### config.mk
export PLATFORM = sky130hd
export DESIGN_NAME = bs_fetch_arb
export DESIGN_NICKNAME = d
export VERILOG_FILES = /design/src/rtl/bsf_pkg.sv /design/src/rtl/bsf_cmd_regs.sv /design/src/rtl/bsf_arbiter.sv /design/src/rtl/bsf_stream.sv /design/src/rtl/bs_fetch_arb.sv
export SDC_FILE = /design/constraint.sdc
export NUM_CORES = 1
export LEC_CHECK = 0
export CORE_MARGIN = 10
export CORE_UTILIZATION = 40
export CTS_CLUSTER_DIAMETER = 100
export DETAILED_ROUTE_END_ITERATION = 8
export DONT_BUFFER_PORTS = 1
export HOLD_SLACK_MARGIN = 0.03
export PLACE_DENSITY_LB_ADDON = 0.1
export SKIP_CTS_REPAIR_TIMING = 1
export SLEW_MARGIN = 20
export SYNTH_ARGS = -nofsm -noshare
export SYNTH_HDL_FRONTEND = slang
export SYNTH_HIERARCHICAL = 1
export SYNTH_SLANG_ARGS = --single-unit
### constraint.sdc
create_clock -name clk -period 3.54 [get_ports clk]
set_input_delay 0.708 -clock clk [delete_from_list [all_inputs] [get_ports clk]]
set_output_delay 0.708 -clock clk [all_outputs]
set_load 0.01 [all_outputs]
### src/rtl/bsf_pkg.sv
package bsf_pkg;
   typedef enum logic [1:0] {
      BSF_NOP      = 2'b00,
      BSF_SET_BASE = 2'b01,
      BSF_SET_LEN  = 2'b10,
      BSF_GO       = 2'b11
   } bsf_op_e;
endpackage

### src/rtl/bsf_cmd_regs.sv
module bsf_cmd_regs #(
   parameter int ARG_W  = 32,
   parameter int ADDR_W = 32,
   parameter int CNT_W  = 16
) (
   input  logic              clk,
   input  logic              rst_n,
   input  logic [1:0]        op,
   input  logic [ARG_W-1:0]  arg,
   input  logic              busy,
   output logic [ADDR_W-1:0] base_q,
   output logic [CNT_W-1:0]  len_q,
   output logic              go,
   output logic              cmd_err
);
   import bsf_pkg::*;

   initial begin
      assert (ADDR_W <= ARG_W) else $error("ADDR_W wider than ARG_W");
      assert (CNT_W  <= ARG_W) else $error("CNT_W wider than ARG_W");
   end

   logic accept;
   wire  unused_arg = ^arg;

   assign accept = !busy;
   assign go     = accept && (op == BSF_GO);

   always_ff @(posedge clk) begin
      if (!rst_n) begin
         base_q  <= '0;
         len_q   <= '0;
         cmd_err <= 1'b0;
      end else begin
         cmd_err <= busy && (op != BSF_NOP);
         if (accept && op == BSF_SET_BASE) base_q <= arg[ADDR_W-1:0];
         if (accept && op == BSF_SET_LEN)  len_q  <= arg[CNT_W-1:0];
      end
   end

   // programmed values hold still while a transfer runs
   a_r6_regs_frozen: assert property (@(posedge clk) disable iff (!rst_n)
      $past(busy) |-> ($stable(base_q) && $stable(len_q)));
endmodule

### src/rtl/bsf_arbiter.sv
module bsf_arbiter #(
   parameter bit FAIR = 1'b1
) (
   input  logic clk,
   input  logic rst_n,
   input  logic app_req,
   input  logic ldr_req,
   output logic app_gnt,
   output logic ldr_gnt
);
   generate
      if (FAIR) begin : g_rr
         logic last_app;
         always_comb begin
            app_gnt = app_req && (!ldr_req || !last_app);
            ldr_gnt = ldr_req && !app_gnt;
         end
         always_ff @(posedge clk) begin
            if (!rst_n)                  last_app <= 1'b0;
            else if (app_gnt || ldr_gnt) last_app <= app_gnt;
         end

         // a refused application request wins the following cycle
         a_r8_rr_turn: assert property (@(posedge clk) disable iff (!rst_n)
            (app_req && !app_gnt) |=> (!app_req || app_gnt));
      end else begin : g_fixed
         always_comb begin
            app_gnt = app_req;
            ldr_gnt = ldr_req && !app_req;
         end
      end
   endgenerate

   // never two owners of the memory port
   a_r8_exclusive: assert property (@(posedge clk) disable iff (!rst_n)
      !(app_gnt && ldr_gnt));
   // an idle fetcher never blocks the application
   a_r7_idle_app: assert property (@(posedge clk) disable iff (!rst_n)
      (app_req && !ldr_req) |-> app_gnt);
endmodule

### src/rtl/bsf_stream.sv
module bsf_stream #(
   parameter int ADDR_W = 32,
   parameter int CNT_W  = 16
) (
   input  logic              clk,
   input  logic              rst_n,
   input  logic              go,
   input  logic [ADDR_W-1:0] base,
   input  logic [CNT_W-1:0]  len,
   input  logic              ldr_gnt,
   input  logic              rd_back,
   output logic              ldr_req,
   output logic [ADDR_W-1:0] rd_addr,
   output logic              busy,
   output logic              done
);
   initial begin
      assert (CNT_W >= 1 && CNT_W <= ADDR_W) else $error("CNT_W out of range");
   end

   logic [CNT_W-1:0] iss_cnt, dlv_cnt;
   logic             last_beat;

   assign ldr_req   = busy && (iss_cnt != len);
   assign rd_addr   = base + ADDR_W'(iss_cnt);
   assign last_beat = rd_back && ((dlv_cnt + 1'b1) == len);

   always_ff @(posedge clk) begin
      if (!rst_n) begin
         iss_cnt <= '0;
         dlv_cnt <= '0;
         busy    <= 1'b0;
         done    <= 1'b0;
      end else if (go) begin
         iss_cnt <= '0;
         dlv_cnt <= '0;
         busy    <= (len != '0);
         done    <= (len == '0);
      end else begin
         if (ldr_gnt) iss_cnt <= iss_cnt + 1'b1;
         if (rd_back) dlv_cnt <= dlv_cnt + 1'b1;
         if (last_beat) begin
            busy <= 1'b0;
            done <= 1'b1;
         end
      end
   end

   // completion only once the delivered count matches
   a_r4_done_at_count: assert property (@(posedge clk) disable iff (!rst_n)
      $rose(done) |-> (dlv_cnt == len));
   // an empty image never makes the block busy
   a_r5_busy_nonzero: assert property (@(posedge clk) disable iff (!rst_n)
      busy |-> (len != '0));
   // deliveries never run ahead of fetches
   a_r3_no_overrun: assert property (@(posedge clk) disable iff (!rst_n)
      busy |-> (dlv_cnt <= iss_cnt));
endmodule

### src/rtl/bs_fetch_arb.sv
module bs_fetch_arb #(
   parameter int ARG_W  = 32,
   parameter int ADDR_W = 32,
   parameter int DATA_W = 32,
   parameter int CNT_W  = 16,
   parameter bit FAIR   = 1'b1
) (
   input  logic              clk,
   input  logic              rst_n,
   input  logic [1:0]        cmd_op,
   input  logic [ARG_W-1:0]  cmd_arg,
   input  logic              app_req,
   input  logic              app_we,
   input  logic [ADDR_W-1:0] app_addr,
   input  logic [DATA_W-1:0] app_wdata,
   output logic              app_gnt,
   output logic              app_rvalid,
   output logic [DATA_W-1:0] app_rdata,
   output logic [ADDR_W-1:0] mem_addr,
   output logic [DATA_W-1:0] mem_wdata,
   output logic              mem_we,
   output logic              mem_re,
   input  logic [DATA_W-1:0] mem_rdata,
   output logic [DATA_W-1:0] cfg_data,
   output logic              cfg_wr,
   output logic              busy,
   output logic              done,
   output logic              cmd_err
);
   logic [ADDR_W-1:0] base_q, rd_addr;
   logic [CNT_W-1:0]  len_q;
   logic              go, ldr_req, ldr_gnt;
   logic              app_rd_q, ldr_rd_q;

   bsf_cmd_regs #(.ARG_W(ARG_W), .ADDR_W(ADDR_W), .CNT_W(CNT_W)) u_cmd (
      .clk(clk), .rst_n(rst_n), .op(cmd_op), .arg(cmd_arg), .busy(busy),
      .base_q(base_q), .len_q(len_q), .go(go), .cmd_err(cmd_err)
   );

   bsf_arbiter #(.FAIR(FAIR)) u_arb (
      .clk(clk), .rst_n(rst_n), .app_req(app_req), .ldr_req(ldr_req),
      .app_gnt(app_gnt), .ldr_gnt(ldr_gnt)
   );

   bsf_stream #(.ADDR_W(ADDR_W), .CNT_W(CNT_W)) u_stream (
      .clk(clk), .rst_n(rst_n), .go(go), .base(base_q), .len(len_q),
      .ldr_gnt(ldr_gnt), .rd_back(ldr_rd_q), .ldr_req(ldr_req),
      .rd_addr(rd_addr), .busy(busy), .done(done)
   );

   assign mem_addr  = app_gnt ? app_addr : rd_addr;
   assign mem_wdata = app_wdata;
   assign mem_we    = app_gnt && app_we;
   assign mem_re    = ldr_gnt || (app_gnt && !app_we);

   always_ff @(posedge clk) begin
      if (!rst_n) begin
         app_rd_q <= 1'b0;
         ldr_rd_q <= 1'b0;
      end else begin
         app_rd_q <= app_gnt && !app_we;
         ldr_rd_q <= ldr_gnt;
      end
   end

   assign app_rvalid = app_rd_q;
   assign app_rdata  = mem_rdata;
   assign cfg_wr     = ldr_rd_q;
   assign cfg_data   = mem_rdata;

   // each configuration beat answers a read issued one cycle before
   a_r3_beat_after_read: assert property (@(posedge clk) disable iff (!rst_n)
      cfg_wr |-> $past(mem_re));
   // one memory operation per cycle
   a_r9_one_op: assert property (@(posedge clk) disable iff (!rst_n)
      !(mem_re && mem_we));
   // application read data arrives after a read was issued
   a_r9_app_latency: assert property (@(posedge clk) disable iff (!rst_n)
      app_rvalid |-> $past(mem_re));
   // error pulse follows a refused command
   a_r6_err_pulse: assert property (@(posedge clk) disable iff (!rst_n)
      cmd_err |-> ($past(busy) && ($past(cmd_op) != 2'b00)));
   // configuration strobe and application data never share a cycle
   a_r3_owner_onehot: assert property (@(posedge clk) disable iff (!rst_n)
      $onehot0({cfg_wr, app_rvalid}));
endmodule

==> results of run 1 <==
## registers in the layout (all words and copies together), names as in the netlist
| register | flops |
|---|---|
| u_cmd/base_q | 32 |
| u_cmd/len_q | 16 |
| u_stream/dlv_cnt | 16 |
| u_stream/iss_cnt | 16 |
| app_rvalid | 1 |
| cfg_wr | 1 |
| u_arb/g_rr.last_app | 1 |
| u_cmd/cmd_err | 1 |
| u_stream/busy | 1 |
| u_stream/done | 1 |
## critical path: stages, from the launching register on
cell     delay, ns
dfxtp_1       0.37
ha_1          0.24
fa_2          0.37
a21oi_2       0.20
o21ai_0       0.10
a21oi_1       0.17
buf_4         0.16
o211a_4       0.24
nor3_1        0.09
xor2_1        0.18
mux2_4        0.31
## cells by family after synthesis
family,after synthesis,share of synthesized area [%]
mux,82,15.0
simple gates,247,18.4
compound gates,76,8.30
fa+ha+maj,19,3.82
xor+xnor,92,12.5
flops,86,26.8
buf+inv,140,15.2
## stage by stage
stage / cells / area [um^2] / util (%) / hold WS [ns]
floorplan: 742 / 6420 / - / 0.437
global placement: 839 / 5870 / 37.1 / 0.451
detailed placement: 839 / 5870 / 37.1 / 0.456
CTS: 855 / 6180 / 39.1 / 0.467
global route: 857 / 6280 / 39.7 / 0.486
finish: 857 / 6280 / 39.7 / 0.469
## how the worst max path moves through the flow
stage                                      from      endpoint  slack [ns]  cells after the start
3_3_place_gp   u_stream/iss_cnt[0]$_SDFFE_PP0P_  mem_addr[28]        0.26                     10
5_1_grt        u_stream/iss_cnt[7]$_SDFFE_PP0P_  mem_addr[25]      -0.009                      9
3_5_place_dp   u_stream/iss_cnt[0]$_SDFFE_PP0P_  mem_addr[26]        0.21                     10
4_1_cts        u_stream/iss_cnt[0]$_SDFFE_PP0P_  mem_addr[26]       -0.18                     10
2_1_floorplan  u_stream/iss_cnt[1]$_SDFFE_PP0P_  mem_addr[25]        0.41                      8
6_report       u_stream/iss_cnt[0]$_SDFFE_PP0P_  mem_addr[26]        0.07                     10
## synthesized netlist by cell type, types with 5 or more instances
master	n	area (um^2)
dfxtp_1	86	1720
a21o_1	10	75.1
or3_1	6	37.5
o21a_1	6	45.0
and2_1	8	50.1
nand2_1	108	405
a21oi_1	16	80.1
nor4_1	14	87.6
buf_4	99	743
xnor2_1	42	368
inv_1	11	41.3
nand3_1	18	90.1
xor2_1	50	438
nand4_1	15	93.8
o21ai_0	11	55.1
and3_1	8	50.1
mux2_2	5	56.3
ha_1	18	225
nor2_1	38	143
mux2_4	27	405
nor3_1	12	60.1
clkbuf_1	18	67.6
mux2i_1	50	500
## layer usage
metal | vias to the layer above | track usage (%) | share of wire [%]
met5 | - | 0 | 0
met4 | 0 | 3.90 | 1.6
met3 | 31 | 7.06 | 9.6
met2 | 153 | 23.3 | 46
met1 | 2137 | 17.7 | 43
li1 | 2232 | - | -
## report_power, final
| part | switching, W | internal, W | leakage [nW] |
|---|---|---|---|
| registers | 0.0000480 | 0.00100 | 0.701 |
| clock network | 0.000422 | 0.000557 | 0.147 |
| logic | 0.000160 | 0.000149 | 1.75 |
| total | 0.000629 | 0.00171 | 2.59 |
## final cells by class
cell class,count,area (um^2)
fill,1581,9540
multi-input combinational,516,3820
sequential,86,1730
tap,216,270
clock buffer,9,225
timing repair buffer,12,115
clock inverter,7,81.3
inverter,11,41.3
==> results.cfg, run 1 <==
[run_status]
outcome = finished, final reports clean

[cells_and_area]
drive_gt1_share_pct = 14.4
final_common_cell = nand2_1
insertedDiodeCount = 0
finalNetCount = 789
final_cell_mix = nand2_1, dfxtp_1, mux2i_1, xor2_1, xnor2_1
area_growth_pct = -2.14

[power_and_ir_drop]
power_density_nw_per_um2 = 372
peakVddDrop_mv = 0.253
finalPower_w = 0.00234
leakagePower_nw = 2.59

[drt]
drt-initial-drc-count = 175
first_pass_iters = 4
remaining_drc_errors = 0
via_count = 4553
viasPerCell = 5.31
drt-wirelength-per-cell_um = 19.2
wirelength_um = 16500
ant_nets = 0

[logic_synthesis]
ys_seq_elements = 86
avgSynthCellArea_um2 = 8.65
syn_area_um2 = 6420
yosys_warnings = 6
synth_ff_type = dfxtp_1
netlist_instances = 742
synth-edff-count = 0
synth.net_count = 895
synth_cell_types = 61
async_flop_share_pct = 0
ys_seq_area_share_pct = 26.8

[worst_hold_path]
worstHoldPathCells = 2
hp-class = reg -> reg
holdCritStartpoint = u_cmd/base_q[0]$_SDFFE_PN0P_
min_delay_worst_endpoint = u_cmd/base_q[0]$_SDFFE_PN0P_

[floorplan]
placementRows = 46
core_um2 = 15800
die_area_um2 = 21500
num_io_pins = 270
die_w_um = 147
die_h_um = 147
start_util_pct = 40.6

[grt]
grt_max_degree = 88
track_usage_pct = 14.8
grt_pass1_vias = 4659
grt_pass1_wl_um = 26000
antenna_found_initial = 0
gr-total-overflow = 0

[place]
dp_hpwl_um = 12500
globalplace.congestion = 0.797
port_buffers = 0
pre_cts_slack_ns = 0.212

[worst_setup_path]
path_class = reg -> out
cp-end-kind = output port
r2r-start = u_stream/dlv_cnt[0]$_SDFFE_PP0P_
reg2reg_to = u_stream/busy$_SDFFE_PN0P_
critical_path_peak_fanout = 6
arrival_ns = 2.77
cp.required_ns = 2.83
startpoint_type = register
r2r_slack_ns = 0.81
r2r_cells = 7

[clock_tree]
cts_num_sinks = 86
worst_skew_pair.late_latency_ns = 0.35
cts_tree = done
cts_buffers = 9
root_buffer = clkbuf_16
path_clk_slew_ns = 0.07
htree_levels = 3
clock_path_buffers = 2

[sta]
setup_viol = 0
tightest_slew_ns = 0.994
slew_viol_final = 0
min_period_ns = 3.47
finalHoldViolations = 0
min_period_over_period_pct = 98.1
fmax_mhz = 288
fin_setup_tns_ns = 0
skew_ns = 0.00956
slew_headroom_pct = 33.7
worst_slack_ns = 0.0660

[job]
drv_cap = 0
No activity file was read; power rests on OpenSTA's default activity.
==> inputs of run 2 (changes only) <==
--- a/config.mk
+++ b/config.mk
@@ -16,5 +16,4 @@
 export SLEW_MARGIN = 20
 export SYNTH_ARGS = -nofsm -noshare
 export SYNTH_HDL_FRONTEND = slang
-export SYNTH_HIERARCHICAL = 1
 export SYNTH_SLANG_ARGS = --single-unit
==> run 2 against run 1 <==
Sequential power is essentially flat; core utilization up 0.93 points; combinational power is essentially flat; largest power group unchanged; final cell count is 7.8% higher; highest routed layer unchanged; design area shrank 2.1%; non-clock buffer count grew 16; routed wire length increased by 8.0%; count of clock-buffer cells in the layout is the same; critical path depth shrank 3; register-to-register slack about the same; clock skew is 0.0012 ns lower; total power fell by 1.1%.
==> results.cfg, run 2 <==
[run_status]
outcome = finished, final reports clean

[drt]
via_count = 5131
ant_nets = 0
drt-initial-drc-count = 271
drt-wirelength-per-cell_um = 19.2
remaining_drc_errors = 0
first_pass_iters = 4
viasPerCell = 5.55
wirelength_um = 17800

[worst_hold_path]
worstHoldPathCells = 1
holdCritStartpoint = app_we
min_delay_worst_endpoint = app_rvalid$_SDFF_PN0_
hp-class = in -> reg

[sta]
worst_slack_ns = 0.122
finalHoldViolations = 0
skew_ns = 0.00837
slew_viol_final = 0
whs_ns = 0.424
min_period_over_period_pct = 96.5
min_period_ns = 3.42
setup_viol = 0
slew_headroom_pct = 27.4
tightest_slew_ns = 1.08
fmax_mhz = 293

[logic_synthesis]
synth_cell_types = 62
avgSynthCellArea_um2 = 7.45
syn_area_um2 = 6180
async_flop_share_pct = 0
synth.top_cell.area_share_pct = 27.9
synth_ff_type = dfxtp_1
ys_seq_area_share_pct = 27.9
synth_top_area_cell = dfxtp_1
synth-edff-count = 0
synthTopCellsByArea = dfxtp_1, buf_4, nand2_1
synth.net_count = 983
ys_seq_elements = 86
synth_most_common_cell = nand2_1
yosys_warnings = 0
netlist_instances = 830
synthTopCellsByCount = nand2_1, buf_4, dfxtp_1

[clock_tree]
worst_skew_pair.late_latency_ns = 0.35
cts_tree = done
clock_path_buffers = 2
root_buffer = clkbuf_16
htree_levels = 3
cts_buffers = 9
cts_num_sinks = 86
path_clk_slew_ns = 0.07

[grt]
track_usage_pct = 16.9
grt_pass1_vias = 5105
grt_max_degree = 37
antenna_found_initial = 0
gr-total-overflow = 0
grt_pass1_wl_um = 27600

[worst_setup_path]
reg2reg_to = u_stream.done$_SDFFE_PN0P_
r2r_slack_ns = 0.81
arrival_ns = 2.71
critical_path_peak_fanout = 33
startpoint_type = register
r2r_cells = 7
path_class = reg -> out
cp-end-kind = output port
crit_path_cell_trace = xnor2_1 > nand4_1 > o41ai_4 > o21ai_2 > clkinv_2 > or4_1 > nand3_1
crit_buf_inv = 1
slowest_stage = or4_1
r2r-start = u_stream.dlv_cnt[0]$_SDFFE_PP0P_
max_stage_delay_ns = 0.64
cp.required_ns = 2.83
critPathTopFamily = simple AND/OR/NAND/NOR gates

[place]
dp_hpwl_um = 13400
pre_cts_slack_ns = 0.336
port_buffers = 0
globalplace.congestion = 0.882

[cells_and_area]
area_growth_pct = -0.425
largest_register_ffs = 32
fillers = 1548
final_cell_mix = nand2_1, a21oi_1, dfxtp_1, nor2_1, xnor2_1
drive_gt1_share_pct = 12.2
largest-register = u_cmd.base_q
finalNetCount = 884
final_common_cell = nand2_1
insertedDiodeCount = 0

[floorplan]
placementRows = 45
die_w_um = 144
num_io_pins = 270
start_util_pct = 40.8
die_area_um2 = 20800
core_um2 = 15100
die_h_um = 144

[job]
drv_cap = 0

[power_and_ir_drop]
power_density_nw_per_um2 = 376
leakagePower_nw = 2.19
peakVddDrop_mv = 0.243
-- run 2: changes by cell type in the layout (fill, tap and decap cells not counted), moves of 16 or more --
| cell | before | now |
|---|---|---|
| mux2i_1 | 50 | 1 |
| nor2_1 | 38 | 60 |
| mux2_4 | 27 | 0 |
| a21oi_1 | 13 | 80 |
| buf_4 | 10 | 26 |
| nand2_1 | 108 | 154 |
-- run 2: worst reg2reg max path: stages, from the launching register on --
cell and delay [ns]:
dfxtp_1 0.44, ha_1 0.52, and2_1 0.42, xnor2_2 0.15, mux2_1 0.15, nand4_1 0.12, or4_1 0.55, a311oi_1 0.29
-- run 2: cells by family after synthesis --
group | after synthesis | synth area share (%)
xor gates and xnor gates | 88 | 12.7
and+or+nand+nor | 322 | 24.2
AOI/OAI and AO/OA | 158 | 15.1
DFF | 86 | 27.9
muxes | 2 | 0.344
adders and majority gates | 19 | 3.97
buffers and inverters | 155 | 15.8
-- run 2: where the power goes --
part           internal, W  switching, W  leakage, nW
logic             0.000113      0.000195         1.34
registers          0.00100     0.0000421        0.704
clock network     0.000549      0.000416        0.146
total              0.00166      0.000653         2.19
-- run 2: final cells by class --
cell class	instances	area (um^2)	share of cell area [%]
multi-input cells	589	3600	58.6
repair buffers	28	211	3.44
inverters	17	65.1	1.06
clock buffers	9	225	3.66
flip-flops and latches	86	1740	28.3
well taps	188	235	3.82
clock inverters	7	73.8	1.20
-- run 2: layer usage --
metal | vias up | wire, um | track usage [%]
met5 | - | 0 | 0
met2 | 145 | 8130 | 26.2
met1 | 2412 | 7590 | 20.5
met3 | 56 | 1690 | 7.35
met4 | 0 | 377 | 5.53
li1 | 2518 | - | -
-- run 2: how the worst max path moves through the flow --
stage / start / to / cells after the start
2_1_floorplan: u_stream.iss_cnt[6]$_SDFFE_PP0P_ / mem_addr[31] / 8
3_3_place_gp: u_stream.iss_cnt[6]$_SDFFE_PP0P_ / mem_addr[27] / 9
3_5_place_dp: u_stream.iss_cnt[0]$_SDFFE_PP0P_ / mem_addr[26] / 9
4_1_cts: u_stream.iss_cnt[0]$_SDFFE_PP0P_ / mem_addr[26] / 9
5_1_grt: u_stream.iss_cnt[4]$_SDFFE_PP0P_ / mem_addr[21] / 7
6_report: u_stream.iss_cnt[4]$_SDFFE_PP0P_ / mem_addr[21] / 7
-- run 2: metrics by stage --
step | instance area (um^2) | std cells | utilization (%) | total power [W] | setup TNS, ns
CTS | 6000 | 922 | 39.6 | 0.00234 | -0.238
floorplan | 6180 | 830 | - | 0.00138 | 0
global route | 6150 | 924 | 40.6 | 0.00242 | -0.00598
global placement | 5700 | 906 | 37.6 | 0.00136 | 0
finish | 6150 | 924 | 40.6 | 0.00231 | 0
detailed placement | 5700 | 906 | 37.7 | 0.00137 | 0
==> inputs of run 3 (changes only) <==
--- a/config.mk
+++ b/config.mk
@@ -5,8 +5,10 @@
 export SDC_FILE = /design/constraint.sdc
 export NUM_CORES = 1
 export LEC_CHECK = 0
+export CELL_PAD_IN_SITES_DETAIL_PLACEMENT = 1
+export CELL_PAD_IN_SITES_GLOBAL_PLACEMENT = 2
 export CORE_MARGIN = 10
-export CORE_UTILIZATION = 40
+export CORE_UTILIZATION = 34
 export CTS_CLUSTER_DIAMETER = 100
 export DETAILED_ROUTE_END_ITERATION = 8
 export DONT_BUFFER_PORTS = 1
==> run 3 against run 2 <==
Clock power shrank 6.0%; core utilization shrank 6.0 points; count of clock-buffer cells in the layout grew 2; global-route usage shrank 0.46 points; critical path type unchanged; largest cell class unchanged.
==> results.cfg, run 3 (same netlist as run 2, synthesis figures left out) <==
[run_status]
outcome = finished, final reports clean

[worst_setup_path]
critical_path_peak_fanout = 10
cp-end-kind = output port
startpoint_type = register
worstSetupStartpoint = u_stream.iss_cnt[1]$_SDFFE_PP0P_
r2r-start = u_stream.dlv_cnt[0]$_SDFFE_PP0P_
arrival_ns = 2.77
cp.required_ns = 2.83
path_class = reg -> out

[sta]
min_period_over_period_pct = 98.2
slew_viol_final = 0
finalHoldViolations = 0
setup_viol = 0
skew_ns = 0.00655
fmax_mhz = 288
slew_headroom_pct = 47.3
tightest_slew_ns = 0.784
whs_ns = 0.437
min_period_ns = 3.48
rsz0062_at_grt = true

[grt]
grt_pass1_wl_um = 31700
track_usage_pct = 16.4
grt_pass1_vias = 5460
antenna_found_initial = 0
gr-total-overflow = 0
grt_max_degree = 38

[cells_and_area]
finalNetCount = 892
largest_register_ffs = 32
final_common_cell = nand2_1
area_growth_pct = 0.344
drive_gt1_share_pct = 11.7
largest-register = u_cmd.base_q
insertedDiodeCount = 0
final_core_util_pct = 34.6
final_cell_mix = nand2_1, dfxtp_1, a21oi_1, nor2_1, xnor2_1

[drt]
remaining_drc_errors = 0
viasPerCell = 5.42
ant_nets = 0
wirelength_um = 20300
drt-initial-drc-count = 223
via_count = 5273
drt-wirelength-per-cell_um = 20.8
first_pass_iters = 4

[worst_hold_path]
holdCritStartpoint = app_we
hp-class = in -> reg

[clock_tree]
path_clk_slew_ns = 0.06
worst_skew_pair.late_latency_ns = 0.35
cts_tree = done
cts_num_sinks = 86
cts_buffers = 9
htree_levels = 3
root_buffer = clkbuf_16
clock_path_buffers = 2

[power_and_ir_drop]
leakagePower_nw = 2.19
finalPower_w = 0.00227
peakVddDrop_mv = 0.219
power_density_nw_per_um2 = 366

[floorplan]
start_util_pct = 34.5
die_area_um2 = 24000
core_um2 = 17900
die_h_um = 155
die_w_um = 155
num_io_pins = 270
placementRows = 49

[place]
port_buffers = 0
globalplace.congestion = 0.810
dp_hpwl_um = 15700

[job]
drv_cap = 0
## run 3: changes by cell type in the layout (fill, tap and decap cells not counted), sizes merged
cell,previous run,this run
inv,16,17
buf,28,36
clkinv,6,4
clkbuf,9,11
bufinv,1,0
## run 3: cell type report
type	instances	area, um^2
inverters	17	66.3
clock buffers	11	233
fillers	2207	11700
repair buffers	36	270
multi-input cells	589	3580
clock inverters	5	35.0
flip-flops and latches	86	1730
well taps	229	287
## run 3: path summary, 6_finish.rpt
path	cells after the start	slack, ns	endpoint
hold / removal	1	0.44	app_rvalid$_SDFF_PN0_
setup / recovery	10	0.06	mem_addr[31]
setup reg to reg	7	0.73	u_stream.done$_SDFFE_PN0P_
hold reg to reg	2	0.47	u_cmd.base_q[2]$_SDFFE_PN0P_
## run 3: per-layer routing
| layer | up-vias | GRT usage (%) | part of all wire (%) |
|---|---|---|---|
| met5 | - | 0 | 0 |
| met4 | 0 | 5.53 | 1.9 |
| met3 | 53 | 5.02 | 6.8 |
| met2 | 103 | 26.8 | 48 |
| met1 | 2576 | 20.1 | 44 |
| li1 | 2541 | - | - |
## run 3: report_power, final
group / total [W] / leakage [nW] / internal, W / switching [W]
registers: 0.00104 / 0.701 / 0.00100 / 0.0000441
clock network: 0.000907 / 0.130 / 0.000479 / 0.000428
logic: 0.000316 / 1.36 / 0.000116 / 0.000200
total: 0.00227 / 2.19 / 0.00160 / 0.000672
## run 3: worst max-delay path: stages, from the launching register on
cell     delay, ns
dfxtp_2       0.36
ha_1          0.28
a21o_1        0.18
nand4_1       0.18
a21oi_2       0.20
and3b_2       0.26
o31ai_2       0.07
buf_4         0.18
or3_1         0.35
a31oi_1       0.21
buf_4         0.15
## run 3: stage by stage
step	setup TNS [ns]	std cells	cell area [um^2]	setup slack [ns]
6_report	0	973	6200	0.0648
4_1_cts	-1.10	970	6070	-0.252
3_5_place_dp	0	954	5810	0.143
2_1_floorplan	0	830	6180	0.552
5_1_grt	-0.129	973	6200	-0.0564
3_3_place_gp	0	954	5810	0.189
